`config.mk`:
```
export PLATFORM = sky130hd
export DESIGN_NAME = bus_slave_top
export DESIGN_NICKNAME = d
export VERILOG_FILES = /design/src/rtl/bus_slave_pkg.sv /design/src/rtl/bus_slave_fsm.sv /design/src/rtl/bus_slave_regs.sv /design/src/rtl/bus_slave_irq_sync.sv /design/src/rtl/bus_slave_top.sv
export SDC_FILE = /design/constraint.sdc
export NUM_CORES = 1
export LEC_CHECK = 0
export BUFFER_PORTS_ARGS = -buffer_cell sky130_fd_sc_hd__buf_2
export CAP_MARGIN = 20
export CORE_MARGIN = 5
export CORE_UTILIZATION = 55
export CTS_CLUSTER_DIAMETER = 30
export DETAILED_ROUTE_END_ITERATION = 7
export PLACE_DENSITY_LB_ADDON = 0.12
export SETUP_SLACK_MARGIN = 0.4
export SYNTH_ARGS = -nofsm -noshare
export SYNTH_HDL_FRONTEND = slang
export SYNTH_SLANG_ARGS = --single-unit
```
`constraint.sdc`:
```
create_clock -name clk_i -period 5.4 [get_ports clk_i]
set_input_delay 1.08 -clock clk_i [delete_from_list [all_inputs] [get_ports clk_i]]
set_output_delay 1.08 -clock clk_i [all_outputs]
set_load 0.005 [all_outputs]
```
`src/rtl/bus_slave_pkg.sv`:
```
package bus_slave_pkg;
  localparam int ADDR_W = 5;
  localparam int DATA_W = 8;
  typedef enum logic {ST_IDLE = 1'b0, ST_ACK = 1'b1} bus_st_e;
endpackage

```
`src/rtl/bus_slave_fsm.sv`:
```
module bus_slave_fsm
  import bus_slave_pkg::*;
#(
  parameter int AW = ADDR_W
) (
  input  logic          clk_i,
  input  logic          rst_ni,
  input  logic          sel_n_i,
  input  logic          sel_i,
  input  logic          start_n_i,
  input  logic          rnw_i,
  input  logic [AW-1:0] addr_i,
  output logic [AW-1:0] addr_q_o,
  output logic          wr_en_o,
  output logic          rd_oe_o,
  output logic          ack_n_o,
  output logic          bi_n_o
);
  bus_st_e       state_q;
  logic [AW-1:0] addr_q;
  logic          rnw_q;
  logic          hit;

  assign hit = !start_n_i && !sel_n_i && sel_i && (state_q == ST_IDLE);

  always_ff @(posedge clk_i or negedge rst_ni) begin
    if (!rst_ni) begin
      state_q <= ST_IDLE;
      addr_q  <= '0;
      rnw_q   <= 1'b0;
      ack_n_o <= 1'b1;
      bi_n_o  <= 1'b1;
    end else if (hit) begin
      state_q <= ST_ACK;
      addr_q  <= addr_i;
      rnw_q   <= rnw_i;
      ack_n_o <= 1'b0;
      bi_n_o  <= 1'b0;
    end else begin
      state_q <= ST_IDLE;
      ack_n_o <= 1'b1;
      bi_n_o  <= 1'b1;
    end
  end

  assign addr_q_o = addr_q;
  assign wr_en_o  = (state_q == ST_ACK) && !rnw_q;
  assign rd_oe_o  = (state_q == ST_ACK) && rnw_q;

  assert_ack_needs_sel_R1: assert property (@(posedge clk_i) disable iff (!rst_ni)
    $fell(ack_n_o) |-> $past(!start_n_i && !sel_n_i && sel_i));
  assert_ack_one_cycle_R2: assert property (@(posedge clk_i) disable iff (!rst_ni)
    !ack_n_o |=> ack_n_o);
  assert_bi_with_ack_R3: assert property (@(posedge clk_i) disable iff (!rst_ni)
    bi_n_o == ack_n_o);
endmodule

```
`src/rtl/bus_slave_regs.sv`:
```
module bus_slave_regs
  import bus_slave_pkg::*;
#(
  parameter int AW = ADDR_W,
  parameter int DW = DATA_W
) (
  input  logic          clk_i,
  input  logic          rst_ni,
  input  logic          we_i,
  input  logic [AW-1:0] waddr_i,
  input  logic [DW-1:0] wdata_i,
  input  logic [AW-1:0] raddr_a_i,
  output logic [DW-1:0] rdata_a_o,
  input  logic [AW-1:0] raddr_b_i,
  output logic [DW-1:0] rdata_b_o
);
  localparam int DEPTH = 1 << AW;
  localparam int NREG  = DEPTH - 1; // top address is status

  logic [DW-1:0] mem_q [NREG];

  for (genvar g = 0; g < NREG; g++) begin : g_reg
    always_ff @(posedge clk_i or negedge rst_ni) begin
      if (!rst_ni) mem_q[g] <= '0;
      else if (we_i && (waddr_i == AW'(g))) mem_q[g] <= wdata_i;
    end
  end

  assign rdata_a_o = (raddr_a_i < AW'(NREG)) ? mem_q[raddr_a_i] : '0;
  assign rdata_b_o = (raddr_b_i < AW'(NREG)) ? mem_q[raddr_b_i] : '0;
endmodule

```
`src/rtl/bus_slave_irq_sync.sv`:
```
module bus_slave_irq_sync (
  input  logic clk_i,
  input  logic rst_ni,
  input  logic irq_req_i,
  output logic irq_o
);
  logic meta_q, sync_q;

  always_ff @(posedge clk_i or negedge rst_ni) begin
    if (!rst_ni) begin
      meta_q <= 1'b0;
      sync_q <= 1'b0;
    end else begin
      meta_q <= irq_req_i;
      sync_q <= meta_q;
    end
  end

  assign irq_o = sync_q;

  assert_irq_two_stage_R8: assert property (@(posedge clk_i) disable iff (!rst_ni)
    sync_q == $past(meta_q));
endmodule

```
`src/rtl/bus_slave_top.sv`:
```
module bus_slave_top
  import bus_slave_pkg::*;
#(
  parameter int AW = ADDR_W,
  parameter int DW = DATA_W
) (
  input  logic          clk_i,
  input  logic          rst_ni,
  input  logic          sel_n_i,
  input  logic          sel_i,
  input  logic [AW-1:0] addr_i,
  input  logic          rnw_i,
  input  logic          start_n_i,
  input  logic [DW-1:0] wdata_i,
  output logic [DW-1:0] rdata_o,
  output logic          data_oe_o,
  output logic          ack_n_o,
  output logic          burst_inh_n_o,
  input  logic          irq_req_i,
  output logic          irq_n_o,
  input  logic [AW-1:0] usr_addr_i,
  output logic [DW-1:0] usr_rdata_o
);
  localparam logic [AW-1:0] STATUS_ADDR = AW'((1 << AW) - 1);

  logic [AW-1:0] addr_q;
  logic          wr_en, rd_oe, irq_sync;
  logic [DW-1:0] reg_rd;
  logic [DW-1:0] bus_word;

  bus_slave_fsm #(.AW(AW)) u_fsm (
    .clk_i, .rst_ni, .sel_n_i, .sel_i, .start_n_i, .rnw_i, .addr_i,
    .addr_q_o(addr_q), .wr_en_o(wr_en), .rd_oe_o(rd_oe),
    .ack_n_o, .bi_n_o(burst_inh_n_o)
  );

  bus_slave_regs #(.AW(AW), .DW(DW)) u_regs (
    .clk_i, .rst_ni,
    .we_i(wr_en && (addr_q != STATUS_ADDR)),
    .waddr_i(addr_q), .wdata_i,
    .raddr_a_i(addr_q), .rdata_a_o(reg_rd),
    .raddr_b_i(usr_addr_i), .rdata_b_o(usr_rdata_o)
  );

  bus_slave_irq_sync u_irq (
    .clk_i, .rst_ni, .irq_req_i, .irq_o(irq_sync)
  );

  assign bus_word  = (addr_q == STATUS_ADDR) ? {{(DW-1){1'b0}}, irq_sync} : reg_rd;
  assign data_oe_o = rd_oe;
  assign rdata_o   = rd_oe ? bus_word : '0;
  assign irq_n_o   = ~irq_sync;

  assert_oe_only_in_ack_R6: assert property (@(posedge clk_i) disable iff (!rst_ni)
    data_oe_o |-> !ack_n_o);
  assert_idle_bus_quiet_R6: assert property (@(posedge clk_i) disable iff (!rst_ni)
    !data_oe_o |-> (rdata_o == '0));
  assert_no_start_in_ack_R7: assert property (@(posedge clk_i) disable iff (!rst_ni)
    !ack_n_o |=> !data_oe_o);
endmodule

```
==> metrics.txt, run 1 <==
most used routing layer met2; antenna violations before repair 0; Synth Area in Simple Gates 0.0505; drt pass-1 iters 5; power per cell area 446 nW/um^2; Post-CTS Resized 0; # diodes 0; Die Ht 170 um; minimum clock period between 4 and 5 ns; total wire length 39.3 mm; r2r endpoint u_regs.mem_q[92]; Worst Tran Pin Value 1.02 ns; syn_area_per_cell approximately 15 um^2; Setup crit start kind flop; CP Capture Type output port; layout cells sized above 1 0.539; Via density about 6.7; VDD IR-drop max about 0.29 mV; synthesis-to-layout area growth 18.3%; Max-cap violations 0; row count 58; worst endpoint data arrival time 3.35 ns; Core Area 25200 um^2; Final period util 0.821; Comb pwr share 0.156; setup_tns 0 ns; Final Hold Violating Endpoints 0; Psw 1.95 mW; Final nets about 1000; DRC errors left 0; GP Congestion 0.878; Synth Area in Compound Gates 0.0510; number of synthesized flops with an enable pin 0; Seq/Total Area, Yosys 0.460; vias in the first global route 9962; clk_lat worst skew 0.57 ns; mux cell area share after synthesis 0.404; Port-buffer cells 44; hpwl dp ~25 mm; reg2reg setup slack around 2.3 ns; Hold WS roughly 0.36 ns; met3 usage in global routing 0.0543; CP required 4.32 ns; CTS tree built; initial core utilization 0.557; width of the chip between 150 and 200 um; worst-case clock skew 0.0247 ns; f_max 0.226 GHz; Pint 5.46 mW; clock power share 0.518; Post-CTS Hold Buffers 0; io pins 45; remaining antenna violation count 0; WL/cell 28.6 um; Synth Area in XOR/XNOR 0; pins over their slew limit 0; Post-Synthesis Cells ~950; initial DRC count 971; RSZ-0062 raised after global routing no; first-pass GRT wire length 61.4 mm; die footprint 28800 um^2; Flop pwr share 0.326; Primary FF master, synth dfrtp_1; pin count of the biggest net entering global routing 126; Synth async-reset ratio 1.00; largest family of logic cells by synthesized area multiplexers; DR vias 9238; YS warnings 0; clock edge transition at the registers on the reported setup and hold paths 0.05 ns; Sink Count ~260; hold crit path type reg2reg; Crit Path Max Fanout 44; reg-to-reg critical path startpoint u_fsm.addr_q_o[0]; WS Path Type reg2out; postcts setup bufs 0; syn nets 976; HP Start u_irq.meta_q; synthesis-stage register bit count roughly 260; Netlist cell types 60; CTS Buffer Depth 3; htree depth 2; adder-cell share of the synthesized area 0; run status finished clean; synthesized area 14000 um^2; LEAKAGE between 6 and 7 nW; max_slew headroom 0.318; Hold EP u_irq.irq_o; hold depth 0; global route total overflow 0; met1 Use GR 0.383; R2R cell count 5; CTS root buffer clkbuf_16; sw frac 0.263; GRT Total Usage 0.280; met2 Use GR 0.449; final setup fails 0; total CTS buffers 60
layer usage:
layer / wire (um) / vias to the layer above
li1: - / 3815
met4: 1480 / 0
met3: 2670 / 98
met2: 19200 / 398
met1: 16000 / 4927
met5: 0 / -
placed cells by master (no fill, tap or decap), types with 8 or more instances in the layout:
| cell type | count |
|---|---|
| buf_2 | 41 |
| mux2i_1 | 19 |
| clkbuf_16 | 61 |
| clkbuf_8 | 9 |
| buf_4 | 14 |
| nand2_1 | 30 |
| bufinv_16 | 10 |
| mux2_2 | 258 |
| dfrtp_1 | 255 |
| mux2_1 | 8 |
| clkinvlp_4 | 13 |
| mux4_2 | 108 |
| nor2_1 | 17 |
| a21oi_1 | 10 |
| nand3b_1 | 8 |
| a22oi_1 | 9 |
| o211ai_1 | 13 |
| a22o_1 | 18 |
| inv_1 | 8 |
cells in the mapped netlist, types with 8 or more instances:
cell type	count	area, um^2
mux2_2	258	2910
dfrtp_1	257	6430
mux4_2	108	2430
clkbuf_1	37	139
nand2_1	30	113
mux2i_1	19	190
a22o_1	18	158
nor2_1	18	67.6
buf_2	16	80.1
buf_4	14	105
o211ai_1	13	97.6
a21oi_1	10	50.1
a22oi_1	9	67.6
inv_1	8	30.0
mux2_1	8	90.1
nand3b_1	8	60.1
cells by family (layout without fill, tap and decap cells):
group           after synthesis  in the layout
mux                         395            395
flops                       258            258
compound gates               94             94
buf+inv                      89            182
simple gates                115            115
how the worst max path moves through the flow:
stage,start,to
4_1_cts,u_fsm.addr_q_o[0],rdata_o[5]
6_report,u_fsm.addr_q_o[0],rdata_o[3]
3_5_place_dp,usr_addr_i[0],usr_rdata_o[3]
3_3_place_gp,usr_addr_i[0],usr_rdata_o[5]
5_1_grt,u_fsm.addr_q_o[0],rdata_o[5]
2_1_floorplan,usr_addr_i[0],usr_rdata_o[3]
flip-flops by register name, indices dropped and copies added, names as in the netlist:
name	cells
u_fsm.ack_n_o	1
u_fsm.addr_q_o	5
u_fsm.rnw_q	1
u_fsm.state_q	1
u_irq.irq_o	1
u_irq.meta_q	1
u_regs.mem_q	248
power by group through the flow:
stage          Combinational, mW  Sequential [mW]  Clock [mW]
3_5_place_dp                1.15             2.43           0
4_1_cts                     1.16             2.41        3.87
6_report                    1.16             2.41        3.84
5_1_grt                     1.24             2.44        3.98
2_1_floorplan              0.952             2.28           0
3_3_place_gp                1.12             2.41           0
critical path: stages, from the launching register on:
cell,delay (ns)
dfrtp_4,0.97
buf_12,0.33
mux4_2,0.55
a22o_1,0.25
o21ai_0,0.29
o21ai_1,0.17
buf_2,0.16
cell type report:
cell class | count | area (um^2)
inverters | 9 | 33.8
well taps | 330 | 413
flip-flops and latches | 258 | 6460
clock inverters | 38 | 514
fillers | 1714 | 8570
multi-input cells | 604 | 7110
repair buffers | 60 | 405
clock buffers | 75 | 1670
metrics by stage:
| stage | total power, mW | cells | utilization | area [um^2] | setup slack, ns |
|---|---|---|---|---|---|
| after global routing | 7.66 | 1374 | 0.660 | 16600 | 0.826 |
| after floorplan | 3.23 | 951 | - | 14000 | 1.92 |
| after global placement | 3.53 | 1260 | 0.573 | 14400 | 1.06 |
| final | 7.41 | 1374 | 0.660 | 16600 | 0.968 |
| after CTS | 7.44 | 1373 | 0.659 | 16600 | 0.953 |
| after detailed placement | 3.58 | 1260 | 0.573 | 14400 | 1.05 |
(Power assumes the default switching activity.)
==> run 2, diff against run 1 <==
==> constraint.sdc (replaced) <==
create_clock -name clk_i -period 3.95 [get_ports clk_i]
set_input_delay 0.79 -clock clk_i [delete_from_list [all_inputs] [get_ports clk_i]]
set_output_delay 0.79 -clock clk_i [all_outputs]
set_load 0.005 [all_outputs]
==> run 2 against run 1 <==
Effect of this change:
- global-route usage rose by 1.1 points
- sequential share of layout area decreased by 0.43 points
- sequential cell count did not move
- clock skew shrank 0.0045 ns
- die area did not move
- clock power up 26%
- clock-buffer cell count is 6 higher
- sequential power rose by 34%
- utilization grew 0.76 points
- final cell count up 1.8%
- largest power group unchanged
==> metrics.txt, run 2 (same netlist as run 1, synthesis figures left out) <==
Post-CTS Hold Buffers 0 (unchanged); initial core utilization 0.557 (unchanged); GP Congestion 0.950 (was 0.878); CTS root buffer clkbuf_16 (unchanged); antenna violations before repair 0 (unchanged); total CTS buffers 59 (was 60); Largest Register u_regs.mem_q (unchanged); RSZ-0062 raised after global routing yes (was no); Port-buffer cells 44 (unchanged); worst endpoint data arrival time 2.78 ns (was 3.35 ns); Final period util 0.905; Final WS setup 0.376 ns (was 0.968 ns); global route total overflow 0 (unchanged); Sink Count 258 (unchanged); CP required 3.16 ns (was 4.32 ns); DRC errors left 0 (unchanged); Die Ht 170 um (unchanged); hold crit path type in2async (was reg2reg); Final Hold Violating Endpoints 0 (unchanged); layout cells sized above 1 0.552 (was 0.539); clock edge transition at the registers on the reported setup and hold paths 0.05 ns (about the same); run status finished clean (unchanged); VDD IR-drop max 0.398 mV (was 0.289 mV); R2R cell count 5 (unchanged); dpl ws 0.367 ns (was 1.05 ns); hpwl dp 26.1 mm (was 25.3 mm); WS Path Type reg2out (unchanged); CP Capture Type output port (unchanged); CTS Buffer Depth 3 (unchanged); Via density 6.77 (was 6.72); Crit Path Max Fanout 7 (was 44); total wire length 40.8 mm (was 39.3 mm); placed cells 1277 (was 1260); first-pass GRT wire length 63.8 mm (was 61.4 mm); initial DRC count 944 (was 971); remaining antenna violation count 0 (unchanged); pins over their slew limit 0 (unchanged); most common cell after layout, fill and taps aside mux2_2 (unchanged); GRT Total Usage 0.290 (was 0.280); max_slew headroom 0.374 (was 0.318); LEAKAGE 6.99 nW (was 6.84 nW); CTS tree built (unchanged); vias in the first global route 10300 (was 9962); htree depth 2 (unchanged); synthesis-to-layout area growth 19.7% (was 18.3%); minimum clock period around 3.6 ns; Hold WS 0.230 ns (was 0.355 ns); final setup fails 0 (unchanged); # diodes 0 (unchanged); Core Area 25200 um^2 (unchanged); setup_tns 0 ns (unchanged); worst-case clock skew 0.0202 ns (was 0.0247 ns); drt pass-1 iters 5 (unchanged); WL/cell 29.2 um (was 28.6 um); Final nets 1046 (was 1018); io pins 45 (unchanged); post-route insts no fill 1399 (was 1374); f_max 0.280 GHz; Worst Tran Pin Value 0.932 ns (was 1.02 ns); area of the multi-input gates 7130 um^2 (was 7110 um^2); Fill cells 1735 (was 1714); power per cell area 589 nW/um^2 (was 446 nW/um^2); clk_lat worst skew 0.57 ns (about the same); DR vias 9475 (was 9238); most frequent cells in the layout mux2_2 (258), dfrtp_1 (254), mux4_2 (108), clkbuf_16 (61), buf_2 (41) (was mux2_2 (258), dfrtp_1 (255), mux4_2 (108), clkbuf_16 (61), buf_2 (41)); row count 58 (unchanged); Setup crit start kind flop (unchanged); die footprint 28800 um^2 (unchanged); width of the chip 170 um (unchanged); Power Total 9.89 mW (was 7.41 mW); Max-cap violations 0 (unchanged); FF+latch area 6470 um^2 (was 6460 um^2); max FFs per register 248 (unchanged); pin count of the biggest net entering global routing 98 (was 126)
-- run 2: changes by cell type in the layout (fill, tap and decap cells not counted), moves of 4 or more --
cell | before | now
buf_4 | 14 | 33
clkinv_2 | 4 | 11
buf_12 | 4 | 8
bufinv_16 | 10 | 5
clkinvlp_4 | 13 | 7
clkbuf_1 | 5 | 9
clkinv_4 | 5 | 1
-- run 2: area by class of cell --
| type | instances | share of cell area |
|---|---|---|
| Clock inverter | 28 | 0.0184 |
| Clock buffer | 81 | 0.101 |
| Multi-Input combinational cell | 604 | 0.424 |
| Sequential cell | 258 | 0.385 |
| Tap cell | 330 | 0.0246 |
| Inverter | 9 | 0.00201 |
| Timing Repair Buffer | 89 | 0.0447 |
-- run 2: worst paths after layout --
| path | from | to | slack, ns |
|---|---|---|---|
| max | u_fsm.addr_q_o[0] | rdata_o[2] | 0.38 |
| min | rst_ni | u_regs.mem_q[103] | 0.23 |
| max reg2reg | u_fsm.addr_q_o[1] | u_regs.mem_q[94] | 1.40 |
| min reg2reg | u_irq.meta_q | u_irq.irq_o | 0.36 |
| max in group asynchronous | rst_ni | u_regs.mem_q[154] | 2.69 |
| min in group clk_i | u_irq.meta_q | u_irq.irq_o | 0.36 |
-- run 2: stage by stage --
stage	util	area (um^2)
floorplan	-	14000
global placement	0.579	14600
detailed placement	0.579	14600
CTS	0.664	16700
finish	0.667	16800
global route	0.667	16800
-- run 2: metal layers --
metal / vias to the layer above / GRT usage / wire (um)
li1: 3864 / - / -
met1: 5045 / 0.400 / 16300
met2: 448 / 0.460 / 19800
met3: 118 / 0.0566 / 3010
met4: 0 / 0.115 / 1740
met5: - / 0 / 0
-- run 2: power by group --
part / internal, mW / leakage (nW) / total [mW] / switching [mW]
clock network: 3.31 / 0.976 / 4.83 / 1.53
logic: 0.970 / 2.90 / 1.82 / 0.847
registers: 2.95 / 3.11 / 3.24 / 0.285
-- run 2: critical path: stages (launching register included) --
cell     delay (ns)
dfrtp_4        0.50
buf_4          0.21
mux4_2         0.54
mux4_2         0.48
nor2_1         0.22
nor4_1         0.10
buf_2          0.16
-- run 2: timing repair --
action	CTS	global route
buffers inserted	7	4
gates cloned	1	1
resized for setup	4	9
setup endpoints to repair	9	12
